## src/rtl/dist_pkg.sv

```systemverilog
package dist_pkg;

    localparam int ADDR_W = 12;
    localparam logic [31:0] IDENT_VALUE = 32'h4B00043B;

    typedef enum logic [3:0] {
        RG_NONE,
        RG_CTRL,
        RG_TYPE,
        RG_IDENT,
        RG_ZERO,
        RG_SETEN,
        RG_CLREN,
        RG_SETPD,
        RG_CLRPD,
        RG_PRIO,
        RG_TGT,
        RG_CFG
    } region_e;

    // Map a byte offset to the register region it falls in.
    function automatic region_e decode_region(input logic [ADDR_W-1:0] a);
        region_e r;
        r = RG_NONE;
        if (a[1:0] != 2'b00) begin
            r = RG_NONE;
        end else if (a[11:10] == 2'b01) begin
            r = RG_PRIO;
        end else if (a[11:10] == 2'b10) begin
            r = RG_TGT;
        end else if (a[11:8] == 4'hC) begin
            r = RG_CFG;
        end else if (a[11:10] == 2'b00) begin
            case (a[9:7])
                3'd0: begin
                    if (a[6:2] == 5'd0)      r = RG_CTRL;
                    else if (a[6:2] == 5'd1) r = RG_TYPE;
                    else if (a[6:2] == 5'd2) r = RG_IDENT;
                    else                     r = RG_NONE;
                end
                3'd1:    r = RG_ZERO;
                3'd2:    r = RG_SETEN;
                3'd3:    r = RG_CLREN;
                3'd4:    r = RG_SETPD;
                3'd5:    r = RG_CLRPD;
                default: r = RG_ZERO;
            endcase
        end
        return r;
    endfunction

endpackage

```

## src/rtl/dist_bitmap_bank.sv

```systemverilog
// One bit per interrupt, word 0 banked per CPU, other words shared.
module dist_bitmap_bank #(
    parameter int          NUM_CPUS   = 4,
    parameter int          NUM_IRQS   = 64,
    parameter int          CPU_W      = 2,
    parameter logic [31:0] FORCE_MASK = 32'h0
) (
    input  logic                         clk,
    input  logic                         rst_n,
    input  logic                         set_i,
    input  logic                         clr_i,
    input  logic [4:0]                   word_i,
    input  logic [CPU_W-1:0]             cpu_i,
    input  logic [31:0]                  wdata_i,
    output logic [31:0]                  rdata_o,
    output logic [NUM_CPUS*NUM_IRQS-1:0] vec_o
);

    localparam int WORDS = NUM_IRQS / 32;
    localparam int SHR_W = NUM_IRQS - 32;

    typedef struct packed {
        logic [NUM_CPUS-1:0][31:0] priv;
        logic [SHR_W-1:0]          shr;
    } state_t;

    state_t st_d, st_q;

    always_comb begin
        st_d = st_q;
        if (word_i == 5'd0) begin
            for (int c = 0; c < NUM_CPUS; c++) begin
                if (cpu_i == CPU_W'(c)) begin
                    if (set_i) st_d.priv[c] = st_d.priv[c] | wdata_i;
                    if (clr_i) st_d.priv[c] = st_d.priv[c] & ~wdata_i;
                end
            end
        end else begin
            for (int w = 1; w < WORDS; w++) begin
                if (word_i == 5'(w)) begin
                    if (set_i) st_d.shr[(w-1)*32 +: 32] = st_d.shr[(w-1)*32 +: 32] | wdata_i;
                    if (clr_i) st_d.shr[(w-1)*32 +: 32] = st_d.shr[(w-1)*32 +: 32] & ~wdata_i;
                end
            end
        end
        for (int c = 0; c < NUM_CPUS; c++) begin
            st_d.priv[c] = st_d.priv[c] | FORCE_MASK;
        end
    end

    always_ff @(posedge clk or negedge rst_n) begin
        if (!rst_n) begin
            for (int c = 0; c < NUM_CPUS; c++) begin
                st_q.priv[c] <= FORCE_MASK;
            end
            st_q.shr <= '0;
        end else begin
            st_q <= st_d;
        end
    end

    always_comb begin
        rdata_o = '0;
        if (word_i == 5'd0) begin
            for (int c = 0; c < NUM_CPUS; c++) begin
                if (cpu_i == CPU_W'(c)) rdata_o = st_q.priv[c];
            end
        end else begin
            for (int w = 1; w < WORDS; w++) begin
                if (word_i == 5'(w)) rdata_o = st_q.shr[(w-1)*32 +: 32];
            end
        end
    end

    for (genvar c = 0; c < NUM_CPUS; c++) begin : g_view
        assign vec_o[c*NUM_IRQS +: NUM_IRQS] = {st_q.shr, st_q.priv[c]};
    end

endmodule

```

## src/rtl/dist_field_bank.sv

```systemverilog
// FIELD_W bits per interrupt, packed 32/FIELD_W per word, for interrupts FIRST and up.
module dist_field_bank #(
    parameter int NUM_IRQS = 64,
    parameter int FIELD_W  = 8,
    parameter int FIRST    = 0,
    parameter int IDX_W    = 8
) (
    input  logic                                clk,
    input  logic                                rst_n,
    input  logic                                wr_i,
    input  logic [IDX_W-1:0]                    word_i,
    input  logic [31:0]                         wdata_i,
    output logic [31:0]                         rdata_o,
    output logic [(NUM_IRQS-FIRST)*FIELD_W-1:0] fields_o
);

    localparam int FPW        = 32 / FIELD_W;
    localparam int STORE_W    = (NUM_IRQS - FIRST) * FIELD_W;
    localparam int NWORDS     = NUM_IRQS / FPW;
    localparam int FIRST_WORD = FIRST / FPW;

    typedef struct packed {
        logic [STORE_W-1:0] f;
    } state_t;

    state_t st_d, st_q;

    always_comb begin
        st_d = st_q;
        if (wr_i) begin
            for (int w = FIRST_WORD; w < NWORDS; w++) begin
                if (word_i == IDX_W'(w)) st_d.f[(w-FIRST_WORD)*32 +: 32] = wdata_i;
            end
        end
    end

    always_ff @(posedge clk or negedge rst_n) begin
        if (!rst_n) st_q <= '0;
        else        st_q <= st_d;
    end

    always_comb begin
        rdata_o = '0;
        for (int w = FIRST_WORD; w < NWORDS; w++) begin
            if (word_i == IDX_W'(w)) rdata_o = st_q.f[(w-FIRST_WORD)*32 +: 32];
        end
    end

    assign fields_o = st_q.f;

endmodule

```

## src/rtl/dist_regfile.sv

```systemverilog
module dist_regfile
    import dist_pkg::*;
#(
    parameter int NUM_CPUS = 4,
    parameter int NUM_IRQS = 64,
    localparam int CPU_W = (NUM_CPUS > 1) ? $clog2(NUM_CPUS) : 1
) (
    input  logic                         clk,
    input  logic                         rst_n,
    input  logic                         req_valid,
    input  logic                         req_write,
    input  logic [11:0]                  req_addr,
    input  logic [CPU_W-1:0]             req_cpu,
    input  logic [31:0]                  req_wdata,
    output logic [31:0]                  rd_data,
    output logic                         dist_en_o,
    output logic [NUM_CPUS*NUM_IRQS-1:0] irq_enable_o,
    output logic [NUM_CPUS*NUM_IRQS-1:0] irq_pending_o,
    output logic [(NUM_IRQS-32)*8-1:0]   spi_target_o
);

    localparam logic [31:0] TYPE_VALUE = 32'(((NUM_CPUS - 1) << 5) | (NUM_IRQS / 32 - 1));
    localparam int PRIV_TGT_WORDS = 8;

    region_e region;
    logic    wr_en;
    logic    rd_en;

    assign region = decode_region(req_addr);
    assign wr_en  = req_valid && req_write;
    assign rd_en  = req_valid && !req_write;

    // Global enable, two-process
    typedef struct packed {
        logic en;
    } ctrl_t;

    ctrl_t ctrl_d, ctrl_q;

    always_comb begin
        ctrl_d = ctrl_q;
        if (wr_en && region == RG_CTRL) ctrl_d.en = req_wdata[0];
    end

    always_ff @(posedge clk or negedge rst_n) begin
        if (!rst_n) ctrl_q <= '0;
        else        ctrl_q <= ctrl_d;
    end

    assign dist_en_o = ctrl_q.en;

    // Enable (g=0) and pending (g=1) bitmaps
    logic [31:0]                  bm_rd  [2];
    logic [NUM_CPUS*NUM_IRQS-1:0] bm_vec [2];

    for (genvar g = 0; g < 2; g++) begin : g_bitmap
        localparam region_e SET_RG = (g == 0) ? RG_SETEN : RG_SETPD;
        localparam region_e CLR_RG = (g == 0) ? RG_CLREN : RG_CLRPD;
        localparam logic [31:0] MASK = (g == 0) ? 32'h0000FFFF : 32'h0;

        dist_bitmap_bank #(
            .NUM_CPUS   (NUM_CPUS),
            .NUM_IRQS   (NUM_IRQS),
            .CPU_W      (CPU_W),
            .FORCE_MASK (MASK)
        ) bank_i (
            .clk     (clk),
            .rst_n   (rst_n),
            .set_i   (wr_en && region == SET_RG),
            .clr_i   (wr_en && region == CLR_RG),
            .word_i  (req_addr[6:2]),
            .cpu_i   (req_cpu),
            .wdata_i (req_wdata),
            .rdata_o (bm_rd[g]),
            .vec_o   (bm_vec[g])
        );
    end

    assign irq_enable_o  = bm_vec[0];
    assign irq_pending_o = bm_vec[1];

    // Priority, target and configuration fields
    logic [31:0]            prio_rd, tgt_rd, cfg_rd;
    logic [NUM_IRQS*8-1:0]  prio_fields;
    logic [NUM_IRQS*2-1:0]  cfg_fields;

    dist_field_bank #(
        .NUM_IRQS (NUM_IRQS), .FIELD_W (8), .FIRST (0), .IDX_W (8)
    ) prio_i (
        .clk      (clk),
        .rst_n    (rst_n),
        .wr_i     (wr_en && region == RG_PRIO),
        .word_i   (req_addr[9:2]),
        .wdata_i  (req_wdata),
        .rdata_o  (prio_rd),
        .fields_o (prio_fields)
    );

    dist_field_bank #(
        .NUM_IRQS (NUM_IRQS), .FIELD_W (8), .FIRST (32), .IDX_W (8)
    ) tgt_i (
        .clk      (clk),
        .rst_n    (rst_n),
        .wr_i     (wr_en && region == RG_TGT),
        .word_i   (req_addr[9:2]),
        .wdata_i  (req_wdata),
        .rdata_o  (tgt_rd),
        .fields_o (spi_target_o)
    );

    dist_field_bank #(
        .NUM_IRQS (NUM_IRQS), .FIELD_W (2), .FIRST (0), .IDX_W (6)
    ) cfg_i (
        .clk      (clk),
        .rst_n    (rst_n),
        .wr_i     (wr_en && region == RG_CFG),
        .word_i   (req_addr[7:2]),
        .wdata_i  (req_wdata),
        .rdata_o  (cfg_rd),
        .fields_o (cfg_fields)
    );

    // Stored priority and configuration are software-visible only.
    logic fields_unused;
    assign fields_unused = ^{prio_fields, cfg_fields};

    // Private target words mirror the requester
    logic [7:0]  self_bit;
    logic [31:0] tgt_ro;

    always_comb begin
        self_bit = '0;
        for (int c = 0; c < NUM_CPUS; c++) begin
            if (req_cpu == CPU_W'(c)) self_bit[c] = 1'b1;
        end
        tgt_ro = {4{self_bit}};
    end

    always_comb begin
        rd_data = '0;
        if (rd_en) begin
            case (region)
                RG_CTRL:             rd_data = {31'b0, ctrl_q.en};
                RG_TYPE:             rd_data = TYPE_VALUE;
                RG_IDENT:            rd_data = IDENT_VALUE;
                RG_SETEN, RG_CLREN:  rd_data = bm_rd[0];
                RG_SETPD, RG_CLRPD:  rd_data = bm_rd[1];
                RG_PRIO:             rd_data = prio_rd;
                RG_TGT:              rd_data = (req_addr[9:2] < 8'(PRIV_TGT_WORDS)) ? tgt_ro : tgt_rd;
                RG_CFG:              rd_data = cfg_rd;
                default:             rd_data = '0;
            endcase
        end
    end

endmodule

```

## config.mk

```make
export PLATFORM = sky130hd
export DESIGN_NAME = dist_regfile
export DESIGN_NICKNAME = d
export VERILOG_FILES = /design/src/rtl/dist_pkg.sv /design/src/rtl/dist_bitmap_bank.sv /design/src/rtl/dist_field_bank.sv /design/src/rtl/dist_regfile.sv
export SDC_FILE = /design/constraint.sdc
export NUM_CORES = 2
export LEC_CHECK = 0
export BUFFER_PORTS_ARGS = -buffer_cell sky130_fd_sc_hd__buf_2
export CAP_MARGIN = 20
export CORE_UTILIZATION = 30
export DETAILED_ROUTE_END_ITERATION = 16
export PLACE_DENSITY_LB_ADDON = 0.25
export SETUP_SLACK_MARGIN = 0.05
export SLEW_MARGIN = 20
export SYNTH_ARGS = -nofsm -noshare
export SYNTH_HDL_FRONTEND = slang
export SYNTH_HIERARCHICAL = 1
export SYNTH_SLANG_ARGS = --single-unit
```

## constraint.sdc

```tcl
create_clock -name clk -period 3.1 [get_ports clk]
set_input_delay 0.155 -clock clk [delete_from_list [all_inputs] [get_ports clk]]
set_output_delay 0.155 -clock clk [all_outputs]
set_load 0.03 [all_outputs]
```

Yosys cells after proc, flatten, opt, wreduce, memory -nomap -nowiden:

Index checks and enable logic that the tools add are counted.

* muxes and demuxes: 96
* equal/unequal tests: 40
* reduce and logical (&&, ||, !) cells: 53
* order comparisons: 1
* bitwise gates (word level): 22

Operators with widths (number)
* two-way mux 32 bit: 82
* bitwise AND 32 bit: 10
* bitwise OR 32 bit: 10
* one-hot mux 32 bit (8 select lines): 1
* AND reduction 2 bit: 33
* equality test 8 x 4 -> 1 bit (second input constant): 8
* equality test 8 x 3 -> 1 bit (second input constant): 4
* NOT 32 bit: 1
* equality test 4 bit (second input constant): 5
* two-way mux 4 bit: 5
* one-hot mux 4 bit (5 select lines): 1
* equality test 8 x 2 -> 1 bit (second input constant): 2
* equality test 4 x 3 -> 1 bit (second input constant): 3
* equality test 6 x 2 -> 1 bit (second input constant): 2
* logical AND 1 bit: 10
* equality test 4 x 2 -> 1 bit (second input constant): 2
* equality test 8 x 1 -> 1 bit (second input constant): 1
* zero test 8 bit: 1
* < comparator 8 x 4 -> 1 bit (second input constant): 1
* equality test 2 bit (second input constant): 3
* equality test 3 x 2 -> 1 bit (second input constant): 2
* equality test 3 bit (second input constant): 2
* equality test 6 x 1 -> 1 bit (second input constant): 1
* zero test 6 bit: 1
* other kinds (13): 21

* output and inout bits: 801
* word-level logic and storage cells: 251
* bits in registers: 1153
* input port bits: 50

Logic depth before layout (Yosys ltp):

* word-level depth: 19
* gate-level depth with buffers: 15
* depth with buffers taken out: 11

Hierarchy:

The synthesis kept the hierarchy.

Modules (own cells, without submodules)
* dist_field_bank at prio_i: cells an instance 1908, area an instance 24624.9 µm², sequential area each 12812.3 µm², times used 1
* dist_field_bank at tgt_i: cells an instance 901, area an instance 12410.7 µm², sequential area each 6406.1 µm², times used 1
* dist_bitmap_bank at g_bitmap[1].bank_i: cells an instance 772, area an instance 8498.2 µm², sequential area each 4003.8 µm², times used 1
* dist_bitmap_bank at g_bitmap[0].bank_i: cells an instance 579, area an instance 6088.3 µm², sequential area each 2402.3 µm², times used 1
* dist_field_bank at cfg_i: cells an instance 353, area an instance 5909.4 µm², sequential area each 3203.1 µm², times used 1
* dist_regfile: cells an instance 359, area an instance 2239.6 µm², sequential area each 25.0 µm², times used 1

Worst setup path after synthesis:

No wires, ideal clock.

* path kind: input -> register
* start point: input req_addr[8]
* end point: register cfg_i.st_q (netlist bit cfg_i/fields_o[10])
* stages on the path: 11
* required time: 2975 ps
* setup slack: -228 ps
* arrival time: 3203 ps
* setup time: 125 ps
* path through: buf_2 or3_4 or3_4 a221o_1 buf_2 buf_1 nor3_1 or4b_4 buf_6 buf_12 mux2_4

* cells in the longest elaborated chain, start to end: 10
* elaborated cells between the ends (all ways): 15

Ends and longest elaborated chain
* start: declaration: line dist_regfile.sv:12 `input logic [11:0] req_addr,`
* equality test 3 bit (tied with other cells): line dist_pkg.sv:34 `case (a[9:7])`
* one-hot mux 4 bit (5 select lines): line dist_pkg.sv:34
* two-way mux 4 bit: line dist_pkg.sv:33 `end else if (a[11:10] == 2'b00) begin`
* two-way mux 4 bit (*): line dist_pkg.sv:31 `end else if (a[11:8] == 4'hC) begin`
* two-way mux 4 bit (*): line dist_pkg.sv:29 `end else if (a[11:10] == 2'b10) begin`
* two-way mux 4 bit (*): line dist_pkg.sv:27 `end else if (a[11:10] == 2'b01) begin`
* two-way mux 4 bit (*): line dist_pkg.sv:25 `if (a[1:0] != 2'b00) begin`
* equality test 4 bit (*): line dist_regfile.sv:116 `.wr_i (wr_en && region == RG_CFG),`
* logical AND 1 bit (*): line dist_regfile.sv:116
* AND reduction 2 bit (no source line) (*)
* end signal: assignment: line dist_field_bank.sv:39 `else st_q <= st_d;`
* end: declaration: line dist_field_bank.sv:26 `state_t st_d, st_q;`

Mark *: on every way between the ends. The rest lies on a longest branch, timed or not.
A chain may end at the register's enable or synchronous reset.

Worst setup path after layout:

* start point: register prio_i.st_q (netlist bit prio_i/fields_o[107])
* end point: output rd_data[11]

* cells in the longest elaborated chain, start to end: 15

Ends and longest elaborated chain
* start: declaration: line dist_field_bank.sv:26
* start signal: assignment: line dist_field_bank.sv:39
* two-way mux 32 bit (13 in series): line dist_field_bank.sv:45 `if (word_i == IDX_W'(w)) rdata_o = st_q.f[(w-FIRST_WORD)*32 +: 32];`
* net prio_rd[11]: line dist_regfile.sv:83 `logic [31:0] prio_rd, tgt_rd, cfg_rd;`
* one-hot mux 32 bit (8 select lines): line dist_regfile.sv:142 `case (region)`
* two-way mux 32 bit: line dist_regfile.sv:141 `if (rd_en) begin`
* end: declaration: line dist_regfile.sv:15 `output logic [31:0] rd_data,`

The timed path passes the listed nets, and every way through them passes these cells.

==> impl_results.md <==
* Status: complete, but fails checks
* Failing checks: hold timing, setup timing
* Synth area leader: dfrtp_1
* Initial antenna violation count at 23
* Final std cell area, no fill at 76400 um2
* Post-Synth Simple-Gate Area at between 5 and 6%
* Commonest cells in the netlist: 1153 x dfrtp_1, 755 x mux2_2, 496 x a31oi_1
* Total congestion overflow at 0
* Cell Rows at 163
* Root buffer cell: clkbuf_16
* Deepest clock path buffer count at 3
* Top cells by area, synth: dfrtp_1 48%, mux2_2 14%, a31oi_1 5.2%, mux4_2 4.6%, buf_4 3.8%
* Number of flops mapped to enable cells by yosys at 0
* Slowest stage delay, CP at ~780 ps
* Max_cap viols at 0
* Die Y at around 450 um
* Setup slack after layout at -657 ps
* Unrepaired setup endpoints after global routing: yes
* Maximum vdd drop at around 0.53 mV
* Finished Layout Cells at 8644
* Register bit total from synthesis at 1153
* CORE AREA at 198000 um2
* Avg WL per Cell at 30.8 um
* CP Capture Type: primary output
* Total Routing Usage GR at 25.8%
* Setup TNS at -4430 ps
* Buf+Inv Stages, Crit Path at 2
* Worst setup SP type: flop
* WL final at between 200000 and 300000 um
* Share of cells above drive strength 1 at 49.3%
* CP Cell Sequence: mux4_2 > a222oi_1 > o22ai_1 > buf_4 > mux2_4 > a32oi_2 > a31oi_1 > buf_4
* DP Area at ~70000 um2
* Final Skew at 0 ps
* Final antenna-violating net count at 0
* Sequential element share of the synthesized area at between 40% and 50%
* Crit path max-delay cell type: a222oi_1
* P&R area growth vs syn at 27.9%
* Iter 0 DRT Violations at around 5400
* Post-synthesis mux area share at between 20% and 30%
* Fmax at ~270 MHz
* Worst Path Max Fanout at 2
* Ys flop type: dfrtp_1
* Main combinational cell family by area after synthesis: multiplexers
* Tightest Hold Check Type: input port to async pin
* Clk pin slew, worst setup/hold paths at 60 ps
* Most numerous cell in the Yosys netlist: dfrtp_1
* Netlist cell types at 98
* Worst-Skew Late Latency at 770 ps
* Final GP Congestion at about 0.96
* Endpoints failing hold at 1
* Syn Area/Cell at 12.3 um2
* Pwr/cell area at 447 nW/um2
* First-pass GRT wire length at 373000 um
* Ports at 851
* Post-synthesis share of cell area spent on xor and xnor gates at 0.0565%
* CTS Buf Count at 133
* Fin crit share at 121%
* Pre-Repair DR Iteration Count at 6
* Vias per Instance at 5.68
* CTS tree: built
* Vias at 49100
* # DRC at 0
* Final HPWL DP at slightly below 200000 um
* Synth Area in Compound Gates at about an eighth
* Setup violations, final at 27
* Nets at about 6000
* Met2 GRT Util at between 30% and 40%
* Top cell type's share of synthesized area at 48.3%
* Top cell family by delay on the critical path: compound AO/OA/AOI/OAI gates
* Inst Count DP at between 8000 and 9000
* YS warnings at 6
* Die ar. at about 200000 um2
* GR peak layer: met2
* Starting density of the core at between 30 and 40%
* Vias in the first global route at 47300
* Clk sinks at 1153
* Critical path start-end classification: flop to primary output
* Pwr Total at 34.2 mW
* Worst slew margin at 25.0%
* Synthesized area at ~60000 um2
* Async SR Flop Fraction at 100%
* Port bufs at 786
* Period minus WS final at 3760 ps
* CTS H-tree lvls at 4
* Critical Path Most Common Cell: buf_4
* Synth Instances at approximately 4900
* Area share of fa/ha/maj cells after synthesis at 0.0419%
* Final Max Tran Viols at 0
* Worst-margin pin slew at 1120 ps
* Hold WS at -21.5 ps
* Met3 Usage GRT at 5.92%
* Largest net degree at the start of global routing at 166
* Die width at 448 um
* Worst Path Arrival at 3600 ps
* CP required at 2940 ps
* Leak at roughly 38 nW
* GRT met1 Usage at between 30% and 40%
==> logic make-up after synthesis <==
group / count (synthesis)
compound gates: 1182
xor+xnor: 3
fa+ha+maj: 2
buf+inv: 717
flops: 1153
mux: 1198
other cells: 1
simple gates: 616
==> per-layer routing <==
layer  part of all wire (%)  vias up
li1                       -    20100
met1                     44    25900
met2                     43     2649
met3                    9.2      458
met4                    4.3        4
met5                 0.0086        -
==> per-stage QoR <==
stage	util, %	hold WS, ps	setup slack (ps)
after floorplan	-	-141	-25.7
after detailed placement	35.3	290	-965
after CTS	38.4	1.68	-623
final	38.7	-21.5	-657
after global placement	35.3	295	-1020
after global routing	38.7	2.41	-674
==> where the power goes <==
group | internal, mW | switching (mW) | leakage, nW | total, mW
combinational | 0.757 | 1.96 | 19.4 | 2.72
sequential | 15.1 | 0.0134 | 16.1 | 15.1
clock | 9.47 | 6.90 | 2.20 | 16.4
==> worst reg2reg max path: cells and delay by family (launching register included) <==
| kind | cells | cell delay, ps |
|---|---|---|
| AO/OA/AOI/OAI | 2 | 400 |
| flip-flops | 1 | 680 |
==> state kept, by name, summed over array words and instances, names as in the netlist <==
register	count
cfg_i/fields_o	128
tgt_i/fields_o	256
prio_i/fields_o	512
g_bitmap.bank_i/vec_o	256
dist_en_o	1
==> worst paths after layout <==
path / to / slack [ps] / cells after the start / from
worst max register to register: g_bitmap[0].bank_i/vec_o[37]$_DFFE_PN0P_ / 1880 / 2 / g_bitmap[0].bank_i/vec_o[37]$_DFFE_PN0P_
worst min-delay path: tgt_i/fields_o[76]$_DFFE_PN0P_ / -20 / 2 / rst_n
min in group clk: tgt_i/fields_o[49]$_DFFE_PN0P_ / 80 / 2 / req_wdata[17]
worst min register to register: prio_i/fields_o[355]$_DFFE_PN0P_ / 490 / 1 / prio_i/fields_o[355]$_DFFE_PN0P_
max in group asynchronous: g_bitmap[0].bank_i/vec_o[83]$_DFFE_PN0P_ / 1970 / 3 / rst_n
worst max-delay path: rd_data[11] / -660 / 8 / prio_i/fields_o[107]$_DFFE_PN0P_
==> repair_timing <==
action / 4_1_cts / 5_1_grt
setup buffers: 26 / 21
hold buffers: 27 / 0
gates cloned: 2 / 2
gates resized for setup: 259 / 71
pin swaps: 124 / 64
endpoints found under the setup margin: 32 / 32
endpoints found under the hold margin: 217 / 0
==> cells in the final DEF (no fill, tap or decap), drive strengths merged, types with 8 or more instances in the layout <==
| cell type | Yosys | layout |
|---|---|---|
| buf | 530 | 1487 |
| bufinv | 0 | 8 |
| o22ai | 24 | 24 |
| a221o | 12 | 12 |
| a41oi | 18 | 18 |
| a211o | 11 | 11 |
| nand3b | 13 | 13 |
| clkbuf | 168 | 195 |
| dlygate4sd3 | 0 | 27 |
| o21ai | 139 | 139 |
| nand2b | 10 | 10 |
| dfrtp | 1153 | 1153 |
| a21o | 22 | 22 |
| clkinv | 1 | 30 |
| a221oi | 9 | 9 |
| and3 | 10 | 10 |
| a32oi | 29 | 29 |
| nand3 | 51 | 51 |
| nand2 | 228 | 228 |
| mux2i | 151 | 151 |
| o211ai | 44 | 44 |
| a31oi | 496 | 496 |
| conb | 1 | 64 |
| nor3 | 45 | 45 |
| o221ai | 10 | 10 |
| and2 | 64 | 64 |
| mux2 | 925 | 925 |
| o32ai | 13 | 13 |
| o2bb2ai | 33 | 33 |
| diode | 0 | 10 |
| a21oi | 175 | 175 |
| nor4 | 11 | 11 |
| a211oi | 20 | 20 |
| a22oi | 16 | 16 |
| nor2b | 55 | 55 |
| mux4 | 122 | 122 |
| nor2 | 79 | 79 |
| a22o | 52 | 52 |
| o31ai | 9 | 9 |
| inv | 18 | 23 |
==> cell type report <==
class / count / area, um2
diodes: 10 / 25.0
clock buffers: 193 / 3890
clock inverters: 47 / 624
fillers: 19100 / 121000
inverters: 19 / 71.3
multi-input cells: 3065 / 28000
flip-flops and latches: 1153 / 28900
well taps: 2640 / 3300
repair buffers: 1517 / 11700
No activity file was read; power rests on OpenSTA's default activity.
